==> config.mk <==
export PLATFORM = sky130hd
export DESIGN_NAME = start_trig_unit
export DESIGN_NICKNAME = d
export VERILOG_FILES = /design/src/rtl/stu_pkg.sv /design/src/rtl/stu_prescaler.sv /design/src/rtl/stu_upcounter.sv /design/src/rtl/stu_trig_chan.sv /design/src/rtl/start_trig_unit.sv
export SDC_FILE = /design/constraint.sdc
export NUM_CORES = 1
export LEC_CHECK = 0
export ABC_AREA = 1
export BUFFER_PORTS_ARGS = -buffer_cell sky130_fd_sc_hd__buf_2
export CAP_MARGIN = 20
export CORE_MARGIN = 3
export CORE_UTILIZATION = 45
export DETAILED_ROUTE_END_ITERATION = 12
export GPL_ROUTABILITY_DRIVEN = 0
export GPL_TIMING_DRIVEN = 0
export PLACE_DENSITY = 0.68
export SETUP_SLACK_MARGIN = 0.1
export SLEW_MARGIN = 10
export SYNTH_ARGS = -nofsm -noshare
export SYNTH_HDL_FRONTEND = slang
export SYNTH_SLANG_ARGS = --single-unit
==> constraint.sdc <==
create_clock -name clk -period 2.45 [get_ports clk]
set_input_delay 0.1225 -clock clk [delete_from_list [all_inputs] [get_ports clk]]
set_output_delay 0.1225 -clock clk [all_outputs]
set_load 0.01 [all_outputs]
==> src/rtl/stu_pkg.sv <==
package stu_pkg;

    localparam int CNT_W      = 8;
    localparam int SEL_W      = 2;
    localparam int PRE_W      = 6;

    // control word field positions
    localparam int F_SEL_LSB  = 0;
    localparam int F_START    = 2;
    localparam int F_RUN      = 3;
    localparam int F_CLR_LSB  = 4;

    typedef enum logic [SEL_W-1:0] {
        DIV_2  = 2'b00,
        DIV_8  = 2'b01,
        DIV_32 = 2'b10,
        DIV_64 = 2'b11
    } clk_sel_e;

    typedef struct packed {
        logic     hit;
        logic     start;
        logic     sel_we;
        clk_sel_e sel;
    } ctrl_wr_t;

    // terminal value of the prescaler for a given divider select
    function automatic logic [PRE_W-1:0] pre_limit(clk_sel_e sel);
        case (sel)
            DIV_2:   pre_limit = PRE_W'(1);
            DIV_8:   pre_limit = PRE_W'(7);
            DIV_32:  pre_limit = PRE_W'(31);
            default: pre_limit = PRE_W'(63);
        endcase
    endfunction

endpackage

==> src/rtl/stu_prescaler.sv <==
module stu_prescaler
    import stu_pkg::*;
(
    input  logic     clk,
    input  logic     rst,
    input  logic     run,
    input  clk_sel_e sel,
    output logic     tick
);

    logic [PRE_W-1:0] pre_q;
    logic [PRE_W-1:0] lim;

    assign lim  = pre_limit(sel);
    assign tick = run && (pre_q == lim);

    always_ff @(posedge clk) begin
        if (rst || !run) begin
            pre_q <= '0;
        end else if (pre_q == lim) begin
            pre_q <= '0;
        end else begin
            pre_q <= pre_q + 1'b1;
        end
    end

    // the smallest divider is 2, so two ticks never fall on adjacent cycles
    p_tick_spacing_r2: assert property (@(posedge clk) disable iff (rst)
        tick |=> !tick);

endmodule

==> src/rtl/stu_upcounter.sv <==
module stu_upcounter
    import stu_pkg::*;
#(
    parameter int W = CNT_W
) (
    input  logic         clk,
    input  logic         rst,
    input  logic         start_req,
    input  logic         tick,
    output logic         running,
    output logic [W-1:0] count
);

    localparam logic [W-1:0] TOP = {W{1'b1}};

    always_ff @(posedge clk) begin
        if (rst) begin
            running <= 1'b0;
            count   <= '0;
        end else if (!running && start_req) begin
            running <= 1'b1;
            count   <= '0;
        end else if (running && tick) begin
            if (count == TOP) begin
                running <= 1'b0;
            end else begin
                count <= count + 1'b1;
            end
        end
    end

    // a start request during a sweep leaves the count alone
    p_restart_ignored_r4: assert property (@(posedge clk) disable iff (rst)
        (running && start_req && !tick) |=> $stable(count));

    // a tick at the top value ends the sweep
    p_sweep_end_r5: assert property (@(posedge clk) disable iff (rst)
        (running && tick && count == TOP) |=> !running);

    // a start from idle begins at zero
    p_start_zero_r3: assert property (@(posedge clk) disable iff (rst)
        (!running && start_req) |=> (running && count == '0));

endmodule

==> src/rtl/stu_trig_chan.sv <==
module stu_trig_chan
    import stu_pkg::*;
#(
    parameter int W = CNT_W
) (
    input  logic         clk,
    input  logic         rst,
    input  logic         running,
    input  logic [W-1:0] count,
    input  logic [W-1:0] cmp,
    input  logic         clr,
    output logic         trig
);

    logic match;

    assign match = running && (cmp != '0) && (count == cmp);

    always_ff @(posedge clk) begin
        if (rst) begin
            trig <= 1'b0;
        end else if (clr) begin
            trig <= 1'b0;
        end else if (match) begin
            trig <= 1'b1;
        end
    end

    // a clear beats any match in the same cycle
    p_clear_wins_r9: assert property (@(posedge clk) disable iff (rst)
        clr |=> !trig);

    // a raised trigger holds until cleared
    p_sticky_r6: assert property (@(posedge clk) disable iff (rst)
        (trig && !clr) |=> trig);

    // a zero compare value never raises the line
    p_zero_cmp_r7: assert property (@(posedge clk) disable iff (rst)
        (!trig && cmp == '0) |=> !trig);

endmodule

==> src/rtl/start_trig_unit.sv <==
module start_trig_unit
    import stu_pkg::*;
#(
    parameter int NUM_CH = 4,
    parameter int ADDR_W = 4,
    parameter int DATA_W = 16
) (
    input  logic              clk,
    input  logic              rst,
    input  logic              bus_we,
    input  logic [ADDR_W-1:0] bus_addr,
    input  logic [DATA_W-1:0] bus_wdata,
    output logic [DATA_W-1:0] bus_rdata,
    output logic [NUM_CH-1:0] trig_o
);

    logic                         running;
    logic [CNT_W-1:0]             count;
    logic                         tick;
    clk_sel_e                     sel_q;
    ctrl_wr_t                     cw;
    logic [NUM_CH-1:0]            clr;
    logic [NUM_CH-1:0][CNT_W-1:0] cmp_q;
    logic                         unused_wdata;

    assign unused_wdata = ^bus_wdata;

    // control-word write decode
    always_comb begin
        cw.hit    = bus_we && (bus_addr == '0);
        cw.start  = cw.hit && bus_wdata[F_START];
        cw.sel_we = cw.hit && !running;
        cw.sel    = clk_sel_e'(bus_wdata[F_SEL_LSB +: SEL_W]);
    end

    always_ff @(posedge clk) begin
        if (rst) begin
            sel_q <= DIV_2;
        end else if (cw.sel_we) begin
            sel_q <= cw.sel;
        end
    end

    stu_prescaler u_pre (
        .clk  (clk),
        .rst  (rst),
        .run  (running),
        .sel  (sel_q),
        .tick (tick)
    );

    stu_upcounter #(.W(CNT_W)) u_cnt (
        .clk       (clk),
        .rst       (rst),
        .start_req (cw.start),
        .tick      (tick),
        .running   (running),
        .count     (count)
    );

    for (genvar i = 0; i < NUM_CH; i++) begin : g_ch
        logic cmp_we;

        assign cmp_we = bus_we && !running && (bus_addr == ADDR_W'(i + 1));
        assign clr[i] = cw.hit && !bus_wdata[F_CLR_LSB + i];

        always_ff @(posedge clk) begin
            if (rst) begin
                cmp_q[i] <= '0;
            end else if (cmp_we) begin
                cmp_q[i] <= bus_wdata[CNT_W-1:0];
            end
        end

        stu_trig_chan #(.W(CNT_W)) u_chan (
            .clk     (clk),
            .rst     (rst),
            .running (running),
            .count   (count),
            .cmp     (cmp_q[i]),
            .clr     (clr[i]),
            .trig    (trig_o[i])
        );
    end

    always_comb begin
        bus_rdata = '0;
        if (bus_addr == '0) begin
            bus_rdata[F_SEL_LSB +: SEL_W]  = sel_q;
            bus_rdata[F_RUN]               = running;
            bus_rdata[F_CLR_LSB +: NUM_CH] = '1;
        end else begin
            for (int k = 0; k < NUM_CH; k++) begin
                if (bus_addr == ADDR_W'(k + 1)) begin
                    bus_rdata[CNT_W-1:0] = cmp_q[k];
                end
            end
        end
    end

    // compare values stay fixed while a sweep is in progress
    p_cmp_locked_r10: assert property (@(posedge clk) disable iff (rst)
        running |=> $stable(cmp_q));

    // divider select stays fixed while a sweep is in progress
    p_sel_locked_r10: assert property (@(posedge clk) disable iff (rst)
        running |=> $stable(sel_q));

endmodule

==> metrics.sh <==
POST_SYNTH.CELL_AREA_AVG_UM2=6.86
CTSHTREEMAXLEVEL=2
SYNTH.TOP_CELLS.BY_AREA='dfxtp_1 32%, nand2_1 11%, a21oi_1 8.1%, inv_1 6.0%, o21ai_0 5.5%'
PLACEMENT.IO_BUFFERS=26
CAP_VIOL_MAX_COUNT=0
FINAL.FILL_COUNT=720
MOST_COMMON_CELL_AFTER_LAYOUT_FILL_AND_TAPS_ASIDE='nand2_1'
YOSYS_WARNINGS=0
REQUIRED_PS=2330
DP_HPWL_UM=6730
FIN_SKEW_PS=3.37
CLK_PIN_SLEW_PS=100
SYNTH.FF_LATCH_COUNT=53
COMBPWRFRAC_PCT=14.7
POWER_PER_CELL_AREA_mW_PER_MM2=511
SLEW_OF_THE_PIN_WITH_THE_LOWEST_SLEW_MARGIN_PS=552
FP.COREAREA_MM2=0.00694
FOOTPRINT_OF_THE_MULTI_INPUT_GATES_MM2=0.00180
SYNTHESIZED_AREA_MM2=0.00329
CRITICAL_PATH.MAX_FANOUT=3
ROWS=30
GRT_PASS1_VIAS=3137
FF_LATCH_AREA_MM2=0.00106
DETAIL_ROUTE.DRC_VIOLATIONS=0
DRT-INITIAL-DRC-COUNT=311
CP_TOP_FAMILY='flip-flops'
WORSTPATHCELLLIST='inv_1 -> o22ai_1 -> nor2_1 -> a21oi_1 -> buf_2'
FINALCRITICALPERIOD_PS=1470
CLOCK_TREE.BUFFER_DEPTH=2
MOSTFREQUENTLAYOUTCELLS='95 x nand2_1, 53 x inv_1, 53 x a21oi_1, 53 x dfxtp_1, 43 x nor2_1'
INITIAL_UTILIZATION_PCT=47.4
CRITICALPATHCATEGORY='flop to output pin'
NUM_VIAS=3235
START_KIND='flop'
SWITCHINGPOWER_uW=509
DRIVE_GT1_SHARE_PCT=19.2
POWER.SHARE.SWITCHING_PCT=26.9
ROOT_DRIVER='clkbuf_8'
PWR-SHARE-SEQ_PCT=47.6
DRV_SLEW=0
VDD_IR_DROP_MAX_uV=299
ANT_NETS=0
GRT_FIRST_PASS_WIRELENGTH_UM=14900
GLOBALROUTETOTALUTIL_PCT=22.2
POSTCTSRESIZEDCELLS=0
REPORT.FINAL.SETUP_VIOL=0
MIN_PERIOD_OVER_PERIOD_PCT=59.8
CP_SLOWEST_CELL='dfxtp_1'
FP.DIEH_UM=91.6
VIAS_PER_CELL=5.24
POWER.SHARE.CLOCK_PCT=37.6
NETLIST.TOP_CELL.BY_AREA='dfxtp_1'
MIN_PATH_TYPE='input port to flop'
ASYNCSETRESETFLOPFRACSYNTH_PCT=0
TOP_LEVEL_I_O_COUNT=43
WORST-PATH-BUF-INV=2
ANTENNA_FOUND_INITIAL=0
AVGROUTEDWIREPERCELL_UM=14.3
TOTAL_POWER_mW=1.89
SLOWEST_DELAY_PS=380
DOMINANTREGCELLSYNTH='dfxtp_1'
FP.DIEW_UM=91.6
GRT-OVFL-TOTAL=0
DIE-AREA_MM2=0.00838
SYNTH-EDFF-COUNT=0
FMAXACHIEVABLE_MHz=682
POST_CTS_HOLD_FIX_BUFS=0
CTS_BUFFERS=5
DRTPASS1ITERATIONS=5
CRIT_ARRIVAL_PS=1340
CP-STARTPOINT='cmp_q[10]$_SDFFE_PP0P_'
FINALSETUPTNS_PS=0
OUTCOME='finished clean'
GRT_SETUP_UNREPAIRED='false'
SYNTH_TOP_CELL_AREA_SHARE_PCT=32.2
ANTENNA_CELLS_INSERTED=0
RELSLEWSLACK_PCT=63.2
LEAKAGEPOWER_nW=1.51
TRITONCTS='done'
FINAL_NETS=545
R2R_START='u_cnt.count[0]$_SDFFE_PP0P_'
SYNTH_SEQUENTIAL_AREA_RATIO_PCT=32.2
CP-END-KIND='output pin'
SYN_TO_FINAL_GROWTH_PCT=12.5
CTS_SINK_COUNT=53
HOLD_PATH.STARTPOINT='rst'
POWER_REPORT.INTERNAL_TOTAL_mW=1.38
SYNTHESIS.INSTANCES=480
HOLD_VIOL_FINAL=0
GRT_MAX_DEGREE=17
CLOCK_INSERTION_DELAY_WORST_SKEW_PS=310
NUMBER_OF_UNIQUE_STANDARD_CELL_TYPES_USED_BY_SYNTHESIS=35
ROUTE.FINAL.WIRE_LENGTH_UM=8820
CTS_POST_SETUP_BUFFERS_INSERTED=0
area by class of cell:
class / instances / area share, %
repair buffers: 26 / 3.51
plain buffers: 28 / 5.64
inverters: 65 / 6.72
flip-flops and latches: 53 / 28.6
multi-input cells: 341 / 48.6
well taps: 96 / 3.24
clock inverters: 3 / 1.76
clock buffers: 5 / 1.86
sequential cells by signal (all words and copies together), names as in the netlist:
signal	count
cmp_q	32
u_cnt.count	8
u_pre.pre_q	6
g_ch.u_chan.trig	4
sel_q	2
u_cnt.running	1
power by group through the flow:
stage | registers (mW) | logic, mW | clock network, mW
floorplan | 0.916 | 0.196 | 0
global placement | 0.920 | 0.273 | 0
detailed placement | 0.921 | 0.274 | 0
CTS | 0.901 | 0.275 | 0.718
global route | 0.904 | 0.309 | 0.758
finish | 0.901 | 0.279 | 0.711
synthesized netlist by cell type (3+ instances only):
cell type  number
buf_4          19
xnor2_1         5
nand2_2         9
o22ai_1         6
nor2_1         43
nand4_1        15
o21ai_1        10
nand2_4         4
nand3_1        23
inv_2           8
buf_6           4
a21oi_1        53
dfxtp_1        53
o211ai_1        3
xor2_1          8
inv_1          53
o21ai_0        36
nand2_1        95
clkbuf_1        3
nor2_4          6
nand3_4         3
worst register-to-register path, cell delays in order (launching register included):
cell and delay (ps):
dfxtp_1 330, ha_1 220, nand2_2 120, nor2_4 50
a21oi_4 310, nand3_4 170, nand2_1 90, a21oi_1 60
cell families (layout without fill, tap and decap cells):
logic type | Yosys count | count (layout) | share of synthesized area [%]
and+or+nand+nor | 205 | 205 | 30.7
AOI/OAI and AO/OA | 113 | 113 | 18.9
buffers and inverters | 93 | 127 | 13.9
DFF | 53 | 53 | 32.2
xor gates and xnor gates | 13 | 13 | 3.46
adders and majority gates | 2 | 2 | 0.759
other | 1 | 8 | 0.114
layer usage:
metal | wire length, um | share of wire [%] | GRT usage (%) | vias to the layer above
met5 | 0 | 0 | 0 | -
met4 | 187 | 2.1 | 8.17 | 0
met3 | 574 | 6.5 | 3.81 | 15
met2 | 3940 | 45 | 35.4 | 118
met1 | 4120 | 47 | 29.7 | 1479
li1 | - | - | - | 1623
worst paths after layout:
path / depth (start not counted) / endpoint / slack [ps]
worst max-delay path: 5 / bus_rdata[2] / 980
worst min-delay path: 2 / cmp_q[20]$_SDFFE_PP0P_ / 50
worst max register to register: 7 / u_cnt.count[6]$_SDFFE_PP0P_ / 990
worst min register to register: 2 / g_ch[1].u_chan.trig$_SDFFE_PP0P_ / 450
metrics by stage:
step,cells,instance area [um^2],hold slack [ps],utilization [%],setup slack [ps]
after detailed placement,609,3570,382,51.4,1000
after floorplan,487,3320,192,-,1160
final,617,3700,52.2,53.4,984
after global placement,609,3570,375,51.4,1010
after global routing,617,3700,43.6,53.4,871
after CTS,617,3700,47.1,53.4,990
No activity file was read; power rests on OpenSTA's default activity.
